`src/rtl/proc_pkg.sv`:
```
package proc_pkg;
  typedef enum logic [1:0] {
    OP_LOAD = 2'b00,
    OP_MOVE = 2'b01,
    OP_ADD  = 2'b10,
    OP_SUB  = 2'b11
  } op_e;
endpackage

```
`src/rtl/proc_step_ctr.sv`:
```
module proc_step_ctr #(
  parameter int SW = 2
) (
  input  logic          clk_i,
  input  logic          rst_ni,
  input  logic          clr_i,
  input  logic          en_i,
  output logic [SW-1:0] step_o
);
  always_ff @(posedge clk_i or negedge rst_ni) begin
    if (!rst_ni)     step_o <= '0;
    else if (clr_i)  step_o <= '0;
    else if (en_i)   step_o <= step_o + 1'b1;
  end
endmodule

```
`src/rtl/proc_onehot_dec.sv`:
```
module proc_onehot_dec #(
  parameter int IW = 2,
  localparam int OW = 1 << IW
) (
  input  logic [IW-1:0] sel_i,
  input  logic          en_i,
  output logic [OW-1:0] line_o
);
  for (genvar k = 0; k < OW; k++) begin : g_line
    assign line_o[k] = en_i && (sel_i == IW'(k));
  end
endmodule

```
`src/rtl/proc_datapath.sv`:
```
module proc_datapath #(
  parameter int DW   = 8,
  parameter int NREG = 4
) (
  input  logic            clk_i,
  input  logic            rst_ni,
  input  logic [NREG-1:0] rin_i,
  input  logic [NREG-1:0] rout_i,
  input  logic            ext_out_i,
  input  logic            g_out_i,
  input  logic            a_in_i,
  input  logic            g_in_i,
  input  logic            sub_i,
  input  logic [DW-1:0]   data_i,
  output logic [DW-1:0]   bus_o
);
  logic [DW-1:0] reg_q [NREG];
  logic [DW-1:0] a_q, g_q;
  logic [DW-1:0] reg_mask [NREG+1];

  for (genvar k = 0; k < NREG; k++) begin : g_reg
    always_ff @(posedge clk_i or negedge rst_ni) begin
      if (!rst_ni)       reg_q[k] <= '0;
      else if (rin_i[k]) reg_q[k] <= bus_o;
    end
    // one-hot AND-OR bus, stands in for tri-state drivers
    assign reg_mask[k+1] = reg_mask[k] | (reg_q[k] & {DW{rout_i[k]}});
  end

  assign reg_mask[0] = (data_i & {DW{ext_out_i}}) | (g_q & {DW{g_out_i}});
  assign bus_o = reg_mask[NREG];

  always_ff @(posedge clk_i or negedge rst_ni) begin
    if (!rst_ni) begin
      a_q <= '0;
      g_q <= '0;
    end else begin
      if (a_in_i) a_q <= bus_o;
      if (g_in_i) g_q <= sub_i ? a_q - bus_o : a_q + bus_o;
    end
  end
endmodule

```
`src/rtl/proc_core.sv`:
```
module proc_core #(
  parameter int DW    = 8,
  parameter int RSELW = 2,
  localparam int OPW  = 2,
  localparam int NREG = 1 << RSELW,
  localparam int FW   = OPW + 2 * RSELW
) (
  input  logic          clk_i,
  input  logic          rst_ni,
  input  logic          start_i,
  input  logic [FW-1:0] func_i,
  input  logic [DW-1:0] data_i,
  output logic          done_o,
  output logic [DW-1:0] bus_o
);
  import proc_pkg::*;

  logic [FW-1:0]    fr_q;
  logic [1:0]       step_q;
  logic [3:0]       t_ln;
  logic [3:0]       i_ln;
  logic [NREG-1:0]  x_ln, y_ln;
  logic             fr_in, short_op, long_op;
  logic             rx_src, ry_src;

  assign fr_in = t_ln[0] && start_i;

  always_ff @(posedge clk_i or negedge rst_ni) begin
    if (!rst_ni)    fr_q <= '0;
    else if (fr_in) fr_q <= func_i;
  end

  proc_step_ctr #(.SW(2)) u_step (
    .clk_i (clk_i),
    .rst_ni(rst_ni),
    .clr_i (done_o),
    .en_i  (fr_in || !t_ln[0]),
    .step_o(step_q)
  );

  proc_onehot_dec #(.IW(2)) u_tdec (
    .sel_i(step_q), .en_i(1'b1), .line_o(t_ln));
  proc_onehot_dec #(.IW(OPW)) u_idec (
    .sel_i(fr_q[FW-1 -: OPW]), .en_i(1'b1), .line_o(i_ln));
  proc_onehot_dec #(.IW(RSELW)) u_xdec (
    .sel_i(fr_q[2*RSELW-1 -: RSELW]), .en_i(1'b1), .line_o(x_ln));
  proc_onehot_dec #(.IW(RSELW)) u_ydec (
    .sel_i(fr_q[RSELW-1:0]), .en_i(1'b1), .line_o(y_ln));

  assign short_op = i_ln[OP_LOAD] || i_ln[OP_MOVE];
  assign long_op  = i_ln[OP_ADD]  || i_ln[OP_SUB];
  assign done_o   = (t_ln[1] && short_op) || (t_ln[3] && long_op);
  assign rx_src   = t_ln[1] && long_op;
  assign ry_src   = (t_ln[1] && i_ln[OP_MOVE]) || (t_ln[2] && long_op);

  proc_datapath #(.DW(DW), .NREG(NREG)) u_dp (
    .clk_i    (clk_i),
    .rst_ni   (rst_ni),
    .rin_i    (x_ln & {NREG{done_o}}),
    .rout_i   ((x_ln & {NREG{rx_src}}) | (y_ln & {NREG{ry_src}})),
    .ext_out_i(t_ln[1] && i_ln[OP_LOAD]),
    .g_out_i  (t_ln[3]),
    .a_in_i   (rx_src),
    .g_in_i   (t_ln[2] && long_op),
    .sub_i    (i_ln[OP_SUB]),
    .data_i   (data_i),
    .bus_o    (bus_o)
  );
endmodule

```
`config.mk`:
```
export PLATFORM = sky130hd
export DESIGN_NAME = proc_core
export DESIGN_NICKNAME = d
export VERILOG_FILES = /design/src/rtl/proc_pkg.sv /design/src/rtl/proc_step_ctr.sv /design/src/rtl/proc_onehot_dec.sv /design/src/rtl/proc_datapath.sv /design/src/rtl/proc_core.sv
export SDC_FILE = /design/constraint.sdc
export NUM_CORES = 1
export LEC_CHECK = 0
export BUFFER_PORTS_ARGS = -buffer_cell sky130_fd_sc_hd__buf_4
export CAP_MARGIN = 20
export CORE_ASPECT_RATIO = 2
export CORE_UTILIZATION = 55
export CTS_BUF_LIST = sky130_fd_sc_hd__clkbuf_2
export CTS_CLUSTER_SIZE = 30
export DETAILED_ROUTE_END_ITERATION = 16
export PLACE_DENSITY = 0.8
export SLEW_MARGIN = 15
export SYNTH_ARGS = -nofsm -noshare
export SYNTH_HDL_FRONTEND = slang
export SYNTH_SLANG_ARGS = --single-unit
```
`constraint.sdc`:
```
create_clock -name clk_i -period 4.52 [get_ports clk_i]
set_input_delay 0 -clock clk_i [delete_from_list [all_inputs] [get_ports clk_i]]
set_output_delay 0 -clock clk_i [all_outputs]
set_load 0.02 [all_outputs]
```
Word level (Yosys, flattened, before mapping). Cells that the tools add are included.

Flip-flop bits (word level): 56. Bits of input ports: 17. Output and inout bits: 9. Word-level logic and storage cells: 59.

$add $sub $neg: 3. Equal/unequal tests: 12. Mux-type cells: 3. Bitwise operators: 15. Reductions and logical operators: 18.

Operators by type and width (count): $and 8x8->8 (6); $or 8x8->8 (5); $eq 2x2->1 const B (8); $and 4x4->4 (3); $add 8x8->8 (1); $eq 2x1->1 const B (4); $logic_not 2->1 (4); $mux 8 (1); $sub 8x8->8 (1); $logic_and 1x1->1 (7); $logic_or 1x1->1 (5); $mux 2 (2); $or 4x4->4 (1); $add 2x1->2 const B (1); $reduce_bool 2->1 (1); $logic_not 1->1 (1).

Logic depth before layout (Yosys ltp).
Depth in word-level cells: 13. Depth in mapped cells: 17. Gate-level depth less buffers: 17.

Cells and area by module. From an unflattened synthesis, not the netlist that was laid out.

Cells, all modules: 322. Area, all modules: 3205.6 um^2.

Modules (own cells, without submodules): proc_datapath (times used 1, cells an instance 261, area an instance 2555.0 um^2); proc_core (times used 1, cells an instance 38, area an instance 411.6 um^2); proc_onehot_dec (times used 4, cells an instance 4, area an instance 37.5 um^2); proc_step_ctr (times used 1, cells an instance 7, area an instance 88.8 um^2).

Worst setup path before layout. OpenSTA, ideal clock, no wires.

Path type: register to register. Start: register u_step.step_o[1]. End: register u_dp.g_q[7]. Setup time: 0.080 ns. Arrival: 3.768 ns. Path slack: 0.672 ns. Cell stages (with the launch flop): 18. Path through: dfrtp_1 inv_1 ha_1 nand3b_2 a211oi_4 o21ai_0 and4_1 buf_6 ha_1 o21ai_0 ha_1 nor2b_1 o2111ai_1 nand4_1 o211ai_1 xnor3_1 a2111o_1 o211ai_2.

Longest elaborated chain between the ends: 12. Elaborated cells on any way between the ends: 25. Classes of those cells: add/sub (2); eq/ne (3); mux (1); bitwise (14); reduce/logical (5).

RTL lines: start, declared (RTL line proc_step_ctr.sv:8) `output logic [SW-1:0] step_o`; start signal, assigned (RTL line proc_step_ctr.sv:13) `else if (en_i) step_o <= step_o + 1'b1;`; $eq 2x1->1 or $eq 2x2->1 (tied branches) (RTL line proc_onehot_dec.sv:10) `assign line_o[k] = en_i && (sel_i == IW'(k));`; $logic_and 1x1->1, on equally long branches (RTL line proc_core.sv:54, proc_core.sv:64); $logic_or 1x1->1 (RTL line proc_core.sv:54) `assign ry_src = (t_ln[1] && i_ln[OP_MOVE]) || (t_ln[2] && long_op);`; $and 4x4->4 (RTL line proc_core.sv:60) `.rout_i ((x_ln & {NREG{rx_src}}) | (y_ln & {NREG{ry_src}})),`; $or 4x4->4 (RTL line proc_core.sv:60); $and 8x8->8 (RTL line proc_datapath.sv:27) `assign reg_mask[k+1] = reg_mask[k] | (reg_q[k] & {DW{rout_i[k]}});`; $or 8x8->8 (4 in a row) (RTL line proc_datapath.sv:27); $add 8x8->8 or $sub 8x8->8 (tied branches) (RTL line proc_datapath.sv:39) `if (g_in_i) g_q <= sub_i ? a_q - bus_o : a_q + bus_o;`; $mux 8 (RTL line proc_datapath.sv:39); end signal, assigned (RTL line proc_datapath.sv:39); end, declared (RTL line proc_datapath.sv:18) `logic [DW-1:0] a_q, g_q;`.

Several ways; a longest one is shown, not always the timed one. A chain may end at the register's enable or synchronous reset.

Final worst setup path. Ends and elaborated chain as after synthesis.

==> reports/results.tsv <==
stage	metric	value	unit
synthesis	area fraction in compound gates after synthesis	20.26	%
placed_design	Port-buffer cells	25	
cts	TritonCTS Buffers	5	
worst_setup_path	most common cell type on the critical path	sky130_fd_sc_hd__ha_1	
cts	clock tree from TritonCTS	built	
routing	DRC Markers	0	
synthesis	FFs w/ async S/R, synth	100.0	%
worst_setup_path	critical register-to-register path startpoint	u_step.step_o[1]$_DFFE_PN0P_	
status	status	finished clean	
routing	vias per inst	6.064	
cts	CTS clk-pin slew, worst paths	270	ps
routing	detailed-route wire length per cell	18.14	µm
worst_setup_path	crit start category	flip-flop	
min_path	hold crit path type	in2reg	
worst_setup_path	Crit path max-delay family	compound AO/OA/AOI/OAI gates	
global_route	pin count of the biggest net entering global routing	57	
die	core outline area	5420	µm²
worst_setup_path	Largest stage delay, worst path	480	ps
timing	Worst slew margin	28.88	%
worst_setup_path	data required time of the critical path	4950	ps
placed_design	final weighted congestion in routability-driven placement	0.9199	
worst_setup_path	critical-path maximum fanout	9	
layout	count of filler cells inserted in the layout	480	
die	die area	5925	µm²
worst_setup_path	highest-delay cell along the critical path	sky130_fd_sc_hd__dfrtp_1	
timing	actual slew at the worst max-slew pin	1063	ps
timing	setup TNS	0	ps
worst_setup_path	CP Class	reg2reg	
synthesis	average footprint of a synthesized cell	9.814	µm²
cts	Post CTS Setup Buffer Count	0	
synthesis	most used flip-flop cell after synthesis	sky130_fd_sc_hd__dfrtp_1	
layout	Inserted Diodes	0	
min_path	Hold Startpoint	data_i[4]	
synthesis	total standard cell area after synthesis	3082	µm²
timing	post-layout min period	4227	ps
timing	f_max	0.2366	GHz
synthesis	post-synthesis sequential area ratio	45.47	%
timing	Fin Clk Skew	18.95	ps
global_route	first-pass GRT wire length	11710	µm
routing	detailed-route via count	2468	
worst_setup_path	kind of end point of the critical path	flip-flop	
layout	Util after Layout	63.92	%
cts	maximum root-to-sink buffer count	2	
global_route	initial antenna violation count	0	
timing	max-slew violation count	0	
global_route	Tot GR Track Use	28.39	%
layout	layout cells sized above 1	18.73	%
worst_setup_path	worst path arrival time	4660	ps
synthesis	Synth area leaders	sky130_fd_sc_hd__dfrtp_1 (45%), sky130_fd_sc_hd__a21oi_1 (4.9%), sky130_fd_sc_hd__ha_1 (4.9%), sky130_fd_sc_hd__o21ai_0 (4.7%), sky130_fd_sc_hd__nand2_1 (4.3%)	
worst_setup_path	number of buffer and inverter stages on the critical path	1	
cts	H-tree levels	2	
routing	DRT iter0 DRCs	135	
synthesis	area share of xor/xnor cells in the synthesized design	3.573	%
synthesis	fraction of the mapped netlist area in simple logic gates	16.16	%
synthesis	largest family of logic cells by synthesized area	compound AO/OA/AOI/OAI gates	
routing	first-pass iteration count of the detailed router	5	
die	# rows	38	
global_route	GRT overflow	0	
cts	Worst-Skew Late Latency	500	ps
synthesis	mux cell area share after synthesis	3.248	%
timing	Setup violations, final	0	
synthesis	adder-cell area share of the yosys netlist	5.522	%
worst_setup_path	slack of the worst reg-to-reg path	290	ps
layout	Post-layout nets	376	
cts	clk sink count	56	
worst_setup_path	worst path cell trace	inv_1 -> ha_1 -> nand4b_1 -> o211ai_2 -> nand2_1 -> and4_1 -> ha_1 -> o21ai_0 -> ha_1 -> nor2b_1 -> o2111ai_1 -> nand4_1 -> o211ai_1 -> xnor3_1 -> a2111o_1 -> o211ai_2	
die	floorplan die width	54.93	µm
layout	area grow syn2layout	12.42	%
layout	area used by sequential logic in the layout	1401	µm²
synthesis	nets in the synthesized netlist	344	
timing	Final Cycle Share	93.51	%
synthesis	yosys synthesis warning count	0	
die	vertical die dimension	107.9	µm
synthesis	Post-synth EDFFs	0	
synthesis	cell count after synthesis	314	
routing	Final Routed Wirelength	7384	µm
flow_run	max cap viols	0	
synthesis	Yosys reg bits	56	
timing	Hold Fails Final Rpt	0	
layout	footprint of the multi-input gates	1521	µm²
global_route	vias in the first global route	2415	
die	initial cell density of the core	56.86	%
cts	CTS root buffer	sky130_fd_sc_hd__clkbuf_2	
placed_design	detailed-placement wirelength estimate	5456	µm
die	io pins	26	
worst_setup_path	worst setup path startpoint	u_step.step_o[1]$_DFFE_PN0P_	
routing	post-detailed-route count of antenna-violating nets	0	
synthesis	library cell with the largest summed area after synthesis	sky130_fd_sc_hd__dfrtp_1	
synthesis	synth unique cells	53	
timing	setup repair after global routing missed its margin	false	
synthesis	portion of synthesized cell area occupied by the leading cell type	45.47	%
routing by layer:
layer | GRT usage, % | vias up | wire length [µm] | part of all wire (%)
met5 | 0 | - | 0 | 0
met4 | 13.75 | 0 | 238 | 3.2
met3 | 5.085 | 18 | 277 | 3.8
met2 | 48.02 | 66 | 4112 | 56
met1 | 32.50 | 1208 | 2756 | 37
li1 | - | 1176 | - | -
stage by stage:
| step | cells | instance area (µm²) | setup WS [ps] | hold WS (ps) |
|---|---|---|---|---|
| 3_5_place_dp | 391 | 3298 | 244.9 | 95.29 |
| 3_3_place_gp | 391 | 3298 | 370.7 | 84.12 |
| 2_1_floorplan | 314 | 3082 | 671.5 | -295.6 |
| 6_report | 407 | 3465 | 293.3 | 12.57 |
| 5_1_grt | 407 | 3465 | 49.08 | 38.62 |
| 4_1_cts | 407 | 3446 | 161.6 | 6.259 |
flip-flops by register name, summed over array words and instances, names as in the netlist:
| name | cells |
|---|---|
| u_dp.g_q | 8 |
| fr_q | 6 |
| u_dp.reg_q | 32 |
| u_step.step_o | 2 |
| u_dp.a_q | 8 |
Yosys cell counts, drive strengths merged (2+ instances only):
| cell type | count |
|---|---|
| nand4 | 3 |
| nand4b | 4 |
| o21ai | 30 |
| nor3b | 3 |
| o221ai | 3 |
| nor2 | 33 |
| mux2 | 8 |
| a21oi | 30 |
| and2 | 2 |
| and4 | 5 |
| clkbuf | 8 |
| a221oi | 3 |
| o211a | 2 |
| nand3 | 3 |
| a211oi | 2 |
| o211ai | 4 |
| nor3 | 2 |
| inv | 21 |
| dfrtp | 56 |
| buf | 7 |
| ha | 12 |
| xnor2 | 9 |
| a222oi | 8 |
| nand2 | 36 |
cells by family (layout without fill, tap and decap cells):
logic type	after synthesis	count (layout)
and+or+nand+nor	98	98
adders and majority gates	13	13
buffers and inverters	36	69
DFF	56	56
xor gates and xnor gates	11	11
AOI/OAI and AO/OA	91	91
muxes	9	9
layout make-up:
cell class	count	share of cell area [%]
multi-input cells	222	43.91
flip-flops and latches	56	40.45
repair buffers	40	9.245
inverters	21	2.275
well taps	60	2.167
clock inverters	3	1.228
clock buffers	5	0.7223
worst reg2reg max path, delay by kind of cell, from the launching register on:
kind,cells,cell delay [ps]
compound gates,6,1570
simple gates,5,900
fa+ha+maj,3,900
flops,1,480
xor+xnor,1,260
buf+inv,1,90
path summary, 6_finish.rpt:
path / cells after the start / end
worst min-delay path: 5 / u_dp.a_q[4]$_DFFE_PN0N_
max in group asynchronous: 2 / fr_q[1]$_DFFE_PN0P_
worst max-delay path: 16 / u_dp.g_q[7]$_DFFE_PN0P_
worst max register to register: 16 / u_dp.g_q[7]$_DFFE_PN0P_
worst min register to register: 2 / u_dp.reg_q[5]$_DFFE_PN0P_
min in group asynchronous: 2 / u_dp.reg_q[15]$_DFFE_PN0P_
repair_timing:
action / 4_1_cts / 5_1_grt
gates resized for setup: 0 / 2
setup endpoints to repair: 0 / 1
hold endpoints to repair: 64 / 0
hold buffers: 8 / 0
cell usage in the layout (no fill, tap or decap), drive strengths merged, types with 5 or more instances in the layout:
cell and count:
dfrtp 56, nand2 36, nor2 33, buf 32
a21oi 30, o21ai 30, inv 21, ha 12
xnor2 9, a222oi 8, mux2 8, dlygate4sd3 8
and4 5, clkbuf 5
Power is left out: the tool's default activity adds up to more than one toggle a clock period on the data nets, which glitch-free logic cannot reach.
